--- config.mk ---
export PLATFORM = sky130hd
export DESIGN_NAME = frac_clk_div
export DESIGN_NICKNAME = d
export VERILOG_FILES = /design/src/rtl/fcd_pkg.sv /design/src/rtl/fcd_cfg_reg.sv /design/src/rtl/fcd_phase_acc.sv /design/src/rtl/fcd_out_gate.sv /design/src/rtl/frac_clk_div.sv
export SDC_FILE = /design/constraint.sdc
export NUM_CORES = 1
export LEC_CHECK = 0
export ABC_AREA = 1
export BUFFER_PORTS_ARGS = -buffer_cell sky130_fd_sc_hd__buf_2
export CAP_MARGIN = 0
export CORE_MARGIN = 2
export CORE_UTILIZATION = 60
export CTS_BUF_LIST = sky130_fd_sc_hd__clkbuf_8
export CTS_CLUSTER_SIZE = 12
export DETAILED_ROUTE_END_ITERATION = 16
export HOLD_SLACK_MARGIN = 0.06
export PLACE_DENSITY_LB_ADDON = 0.15
export SLEW_MARGIN = 10
export SYNTH_ARGS = -nofsm -noshare
export SYNTH_HDL_FRONTEND = slang
export SYNTH_SLANG_ARGS = --single-unit
--- constraint.sdc ---
create_clock -name ref_clk -period 8 [get_ports ref_clk]
set_clock_uncertainty 0.2 [all_clocks]
set_input_delay 1.6 -clock ref_clk [delete_from_list [all_inputs] [get_ports ref_clk]]
set_output_delay 1.6 -clock ref_clk [all_outputs]
set_load 0.02 [all_outputs]
--- src/rtl/fcd_pkg.sv ---
package fcd_pkg;

    localparam int FCD_FW       = 15;
    localparam int FCD_M_LSB    = 1;
    localparam int FCD_N_LSB    = 16;
    localparam int FCD_GATE_BIT = 0;
    localparam int FCD_APPLY_BIT = 31;
    localparam logic [31:0] FCD_SAFE_WORD = 32'h0001_0002;

    typedef logic [FCD_FW-1:0] fcd_field_t;

    typedef struct packed {
        fcd_field_t m;
        fcd_field_t n;
    } fcd_ratio_t;

    typedef struct packed {
        fcd_field_t acc;
        fcd_field_t m;
        fcd_field_t n;
        logic       pulse;
    } fcd_acc_st_t;

    function automatic fcd_field_t fcd_get_m(input logic [31:0] w);
        return w[FCD_M_LSB +: FCD_FW];
    endfunction

    function automatic fcd_field_t fcd_get_n(input logic [31:0] w);
        return w[FCD_N_LSB +: FCD_FW];
    endfunction

    function automatic fcd_ratio_t fcd_legalize(input fcd_field_t m, input fcd_field_t n);
        fcd_ratio_t r;
        if ((m == '0) || (n == '0) || (m > n)) begin
            r.m = fcd_field_t'(1);
            r.n = fcd_field_t'(1);
        end else begin
            r.m = m;
            r.n = n;
        end
        return r;
    endfunction

endpackage

--- src/rtl/fcd_cfg_reg.sv ---
module fcd_cfg_reg
    import fcd_pkg::*;
#(
    parameter int DW = 32
) (
    input  logic          clk,
    input  logic          rst_n,
    input  logic          wr_en,
    input  logic [DW-1:0] wr_data,
    input  logic          load_i,
    output logic [DW-1:0] cfg_o
);

    logic [DW-1:0] cfg_d, cfg_q;

    always_comb begin
        cfg_d = cfg_q;
        if (wr_en) begin
            if (wr_data == '0) begin
                cfg_d = DW'(FCD_SAFE_WORD);
            end else begin
                cfg_d = wr_data;
            end
        end else if (load_i) begin
            cfg_d[FCD_APPLY_BIT] = 1'b0;
        end
    end

    always_ff @(posedge clk or negedge rst_n) begin
        if (!rst_n) begin
            cfg_q <= DW'(FCD_SAFE_WORD);
        end else begin
            cfg_q <= cfg_d;
        end
    end

    assign cfg_o = cfg_q;

    AST_NEVER_ZERO: assert property (@(posedge clk) disable iff (!rst_n)
        cfg_q != '0);

    AST_APPLY_HOLDS: assert property (@(posedge clk) disable iff (!rst_n)
        (cfg_q[FCD_APPLY_BIT] && !wr_en && !load_i) |=> cfg_q[FCD_APPLY_BIT]);

endmodule

--- src/rtl/fcd_phase_acc.sv ---
module fcd_phase_acc
    import fcd_pkg::*;
(
    input  logic       clk,
    input  logic       rst_n,
    input  fcd_field_t new_m_i,
    input  fcd_field_t new_n_i,
    input  logic       apply_i,
    output logic       load_o,
    output logic       pulse_o
);

    localparam int SW = FCD_FW + 1;

    fcd_acc_st_t st_d, st_q;
    logic [SW-1:0] sum;
    logic          wrap;
    fcd_ratio_t    fixed;

    always_comb begin
        st_d  = st_q;
        sum   = {1'b0, st_q.acc} + {1'b0, st_q.m};
        wrap  = (sum >= {1'b0, st_q.n});
        fixed = fcd_legalize(new_m_i, new_n_i);
        load_o = apply_i && wrap;
        st_d.pulse = wrap;
        if (wrap) begin
            st_d.acc = fcd_field_t'(sum - {1'b0, st_q.n});
        end else begin
            st_d.acc = fcd_field_t'(sum);
        end
        if (load_o) begin
            st_d.acc = '0;
            st_d.m   = fixed.m;
            st_d.n   = fixed.n;
        end
    end

    always_ff @(posedge clk or negedge rst_n) begin
        if (!rst_n) begin
            st_q.acc   <= '0;
            st_q.m     <= fcd_field_t'(1);
            st_q.n     <= fcd_field_t'(1);
            st_q.pulse <= 1'b0;
        end else begin
            st_q <= st_d;
        end
    end

    assign pulse_o = st_q.pulse;

    AST_ACC_BELOW_N: assert property (@(posedge clk) disable iff (!rst_n)
        st_q.acc < st_q.n);

    AST_RATIO_LEGAL: assert property (@(posedge clk) disable iff (!rst_n)
        (st_q.m != '0) && (st_q.n != '0) && (st_q.m <= st_q.n));

endmodule

--- src/rtl/fcd_out_gate.sv ---
module fcd_out_gate (
    input  logic clk,
    input  logic rst_n,
    input  logic gate_i,
    input  logic pulse_i,
    output logic clk_out
);

    logic en_d, en_q;

    always_comb begin
        en_d = gate_i & pulse_i;
    end

    always_ff @(negedge clk or negedge rst_n) begin
        if (!rst_n) begin
            en_q <= 1'b0;
        end else begin
            en_q <= en_d;
        end
    end

    assign clk_out = clk & en_q;

    AST_GATED_LOW: assert property (@(posedge clk) disable iff (!rst_n)
        !gate_i |-> !en_q);

endmodule

--- src/rtl/frac_clk_div.sv ---
module frac_clk_div
    import fcd_pkg::*;
#(
    parameter int DW = 32
) (
    input  logic          ref_clk,
    input  logic          rst_n,
    input  logic          wr_en,
    input  logic [DW-1:0] wr_data,
    output logic [DW-1:0] rd_data,
    output logic          clk_out
);

    logic [DW-1:0] cfg;
    logic          load;
    logic          pulse;

    fcd_cfg_reg #(.DW(DW)) u_cfg (
        .clk     (ref_clk),
        .rst_n   (rst_n),
        .wr_en   (wr_en),
        .wr_data (wr_data),
        .load_i  (load),
        .cfg_o   (cfg)
    );

    fcd_phase_acc u_acc (
        .clk     (ref_clk),
        .rst_n   (rst_n),
        .new_m_i (fcd_get_m(32'(cfg))),
        .new_n_i (fcd_get_n(32'(cfg))),
        .apply_i (cfg[FCD_APPLY_BIT]),
        .load_o  (load),
        .pulse_o (pulse)
    );

    fcd_out_gate u_gate (
        .clk     (ref_clk),
        .rst_n   (rst_n),
        .gate_i  (cfg[FCD_GATE_BIT]),
        .pulse_i (pulse),
        .clk_out (clk_out)
    );

    assign rd_data = cfg;

endmodule

Yosys cells after proc, flatten, opt, wreduce, memory -nomap -nowiden
Index checks and enable logic that the tools add are counted.
Operators by class
  $add $sub $neg: 2
  order comparisons: 2
  muxes and demuxes: 6
  bitwise operators: 2
  reductions and logical operators: 7
Operators with widths (count)
  $mux 45: 1
  $logic_not 32->1: 1
  $mux 32: 1
  $logic_not 15->1: 2
  $mux 30: 1
  $add 15x15->16: 1
  $ge 16x15->1: 1
  $gt 15x15->1: 1
  $mux 15: 1
  $sub 15x15->15: 1
  $and 1x1->1: 2
  $logic_or 1x1->1: 2
  $mux 1: 2
  $reduce_bool 2->1: 1
  $logic_and 1x1->1: 1
Storage, ports and cells
  flip-flop bits (word level): 79
  output and inout bits: 33
  logic and storage cells: 26

Logic depth before layout (Yosys ltp)
  depth in word-level cells: 5
  gate-level depth with buffers: 24
  gate-level depth less buffers: 23

Hierarchy
Synthesis repeated with hierarchy kept, for this count alone.
Unflattened totals
  cells, all modules: 774
  area total of the unflattened synthesis: 5477.8 um^2
By module, submodules not included
  fcd_phase_acc: times used 1, cells each 600, area an instance 4100.2 um^2, seq. area each 1153.6 um^2
  fcd_cfg_reg: times used 1, cells each 169, area an instance 1337.5 um^2, seq. area each 803.3 um^2
  fcd_out_gate: times used 1, cells each 5, area an instance 40.0 um^2, seq. area each 25.0 um^2

==> results.toml <==
[timing]
rsz0062_at_grt = "false"
setup_viol = 0
maxSlewViolCount = 0
setup-tns-final_ns = 0
finalHoldViolCount = 0
tightestPinTransition_ns = 0.9721
maxSlewHeadroom = 0.3519
setup_ws_ns = 1.109

[drt]
dr_total_vias = 4976
routed_wl_mm = 13.77
routedWlPerCell_microns = 15.25
antenna_left = 0
vias_per_cell = 5.511
drtIter0Drc = 256
drtPass1Iterations = 5
drc = 0

[synthesis]
yosys_register_bits = 79
synth_nets = 813
avgSynthCellArea_sq_um = 7.461
ys_types = 36
syn_area_sq_um = 5454
seq_area_frac_synth = 0.3634
yosysWarningCount = 0
postSynthCellCount = 731

[global_routing]
grt_max_degree = 79
grt_usage = 0.3051
antenna_found_initial = 0
first_global_vias = 4937
gr-total-overflow = 0
grt_pass1_wl_mm = 23.45

[die]
die_height_microns = 99.34
start_util = 0.6224
dieArea_sq_um = 9868
num_rows = 34
die_w_microns = 99.34
pin_count = 68
core_area_sq_um = 8763

[worst_setup_path]
cp_top_family = "flip-flops"
worstPathRequired_ns = 6.20
cp_data_arrival_time_ns = 5.09
path_buf_inv = 2
worstPathMaxFanout = 1
cp-end-kind = "primary output"
critical_path_class = "reg -> out"
cp-start-kind = "flop"
critPathMaxStageDelay_ns = 0.39
critPathSlowestCell = "dfrtn_1"
cp_cell_sequence = "nand2_1 > inv_1 > buf_2"
ff2ff_setup_slack_ns = 3.16

[clocking]
clk_latency_ns = 0.47
clk_pin_slew_ns = 0.09
post_cts_resized = 0
cts_tree = "built"
cts_setup_buffers = 0
ctsHoldBuffers = 0

[placed_design]
gp_congestion = 0.9511
placed_area_sq_um = 5769
dp_slack_ns = 1.612
hpwl_mm = 10.71
numPortBuffers = 67

[run]
drv_cap = 0

[layout]
postLayoutCellArea_sq_um = 6013
finalNetCount = 872
antenna_cells = 0
synthToLayoutAreaGrowth_pct = 10.25
final_util = 0.6862
drive_gt1_frac = 0.1585

[run_status]
status = "finished, final reports clean"

[worst_hold_path]
hp-class = "reg -> reg"
==> cell usage in the layout (no fill, tap or decap), types with 2 or more instances in the layout <==
master / count
xor2_1: 9
a21oi_1: 31
buf_2: 66
o21ai_0: 50
nand3_1: 63
nand2_2: 24
nand4_1: 8
ha_1: 45
clkinvlp_4: 2
a21o_1: 4
o21ai_1: 5
buf_4: 3
nor4_1: 10
nor3_1: 5
inv_1: 93
clkbuf_8: 12
nand2_8: 2
dfrtp_1: 74
xnor2_1: 9
o21ai_2: 4
fa_1: 2
o21bai_1: 2
nand2_1: 183
dfstp_2: 4
nor2_1: 68
nand3b_1: 3
inv_6: 2
==> synthesized netlist by cell type, drive strengths merged <==
library cell / n / area [sq um]
xnor2: 9 / 78.83
a21boi: 1 / 7.510
nand3: 63 / 315.3
nand3b: 3 / 22.52
dfstp: 4 / 105.1
nor4: 10 / 62.56
fa: 2 / 40.04
o21a: 1 / 7.510
a21o: 4 / 30.03
nor2: 69 / 261.5
xor2: 9 / 78.83
o21ai: 59 / 310.3
buf: 14 / 135.1
nand4: 8 / 50.05
o21bai: 2 / 15.01
and2: 1 / 6.260
clkbuf: 10 / 37.54
ha: 45 / 563.0
o211ai: 1 / 7.510
inv: 93 / 349.1
dfrtp: 74 / 1852
nor3: 5 / 25.02
a21oi: 33 / 180.2
nand2: 210 / 888.3
dfrtn: 1 / 25.02
==> stage by stage <==
| step | cells | hold WS (ns) |
|---|---|---|
| 4_1_cts | 903 | 0.2772 |
| 3_3_place_gp | 884 | 0.2587 |
| 3_5_place_dp | 884 | 0.2638 |
| 6_report | 903 | 0.2749 |
| 2_1_floorplan | 731 | 0.2419 |
| 5_1_grt | 903 | 0.2981 |
==> per-layer routing <==
layer	vias up	routed length, microns	GRT usage
met1	2326	6092	0.4176
met4	0	282	0.1138
met2	150	6476	0.4828
met3	24	919	0.06044
li1	2476	-	-
met5	-	0	0
==> cells by family after synthesis <==
group / share of synthesized area
AND/OR/NAND/NOR: 0.2992
adder cells (fa/ha/maj): 0.1106
flip-flops: 0.3634
buffers and inverters: 0.09566
AO/OA/AOI/OAI: 0.1023
XOR/XNOR: 0.02891
==> final cells by class <==
cell class              count  area (sq um)
fillers                   793          2750
well taps                 108         135.1
clock buffers              13         170.2
clock inverters             8         82.58
multi-input cells         535          2950
inverters                  92         345.3
flip-flops and latches     79          1982
repair buffers             68         347.8
==> worst min-delay path, cell delays in order (launching register included) <==
cell and delay (ns):
dfstp_2 0.38, nand2_1 0.05, nand2_1 0.05
==> flip-flops by register name, summed over array words and instances (netlist names) <==
register,count
u_acc.pulse_o,1
u_acc.st_q,45
u_cfg.cfg_o,32
u_gate.en_q,1
==> worst paths after layout <==
kind / to / start / cells past startpoint
min in group asynchronous: u_cfg.cfg_o[7]$_DFFE_PN0P_ / rst_n / 2
max in group asynchronous: u_gate.en_q$_DFF_NN0_ / rst_n / 1
worst max register to register: u_gate.en_q$_DFF_NN0_ / u_cfg.cfg_o[0]$_DFFE_PN0P_ / 2
worst max-delay path: clk_out / u_gate.en_q$_DFF_NN0_ / 3
worst min register to register: u_acc.st_q[1]$_DFFE_PN1P_ / u_acc.st_q[1]$_DFFE_PN1P_ / 2
worst min-delay path: u_acc.st_q[1]$_DFFE_PN1P_ / u_acc.st_q[1]$_DFFE_PN1P_ / 2
Power is left out: the tool's default activity adds up to more than one toggle a clock period on the data nets, which glitch-free logic cannot reach.
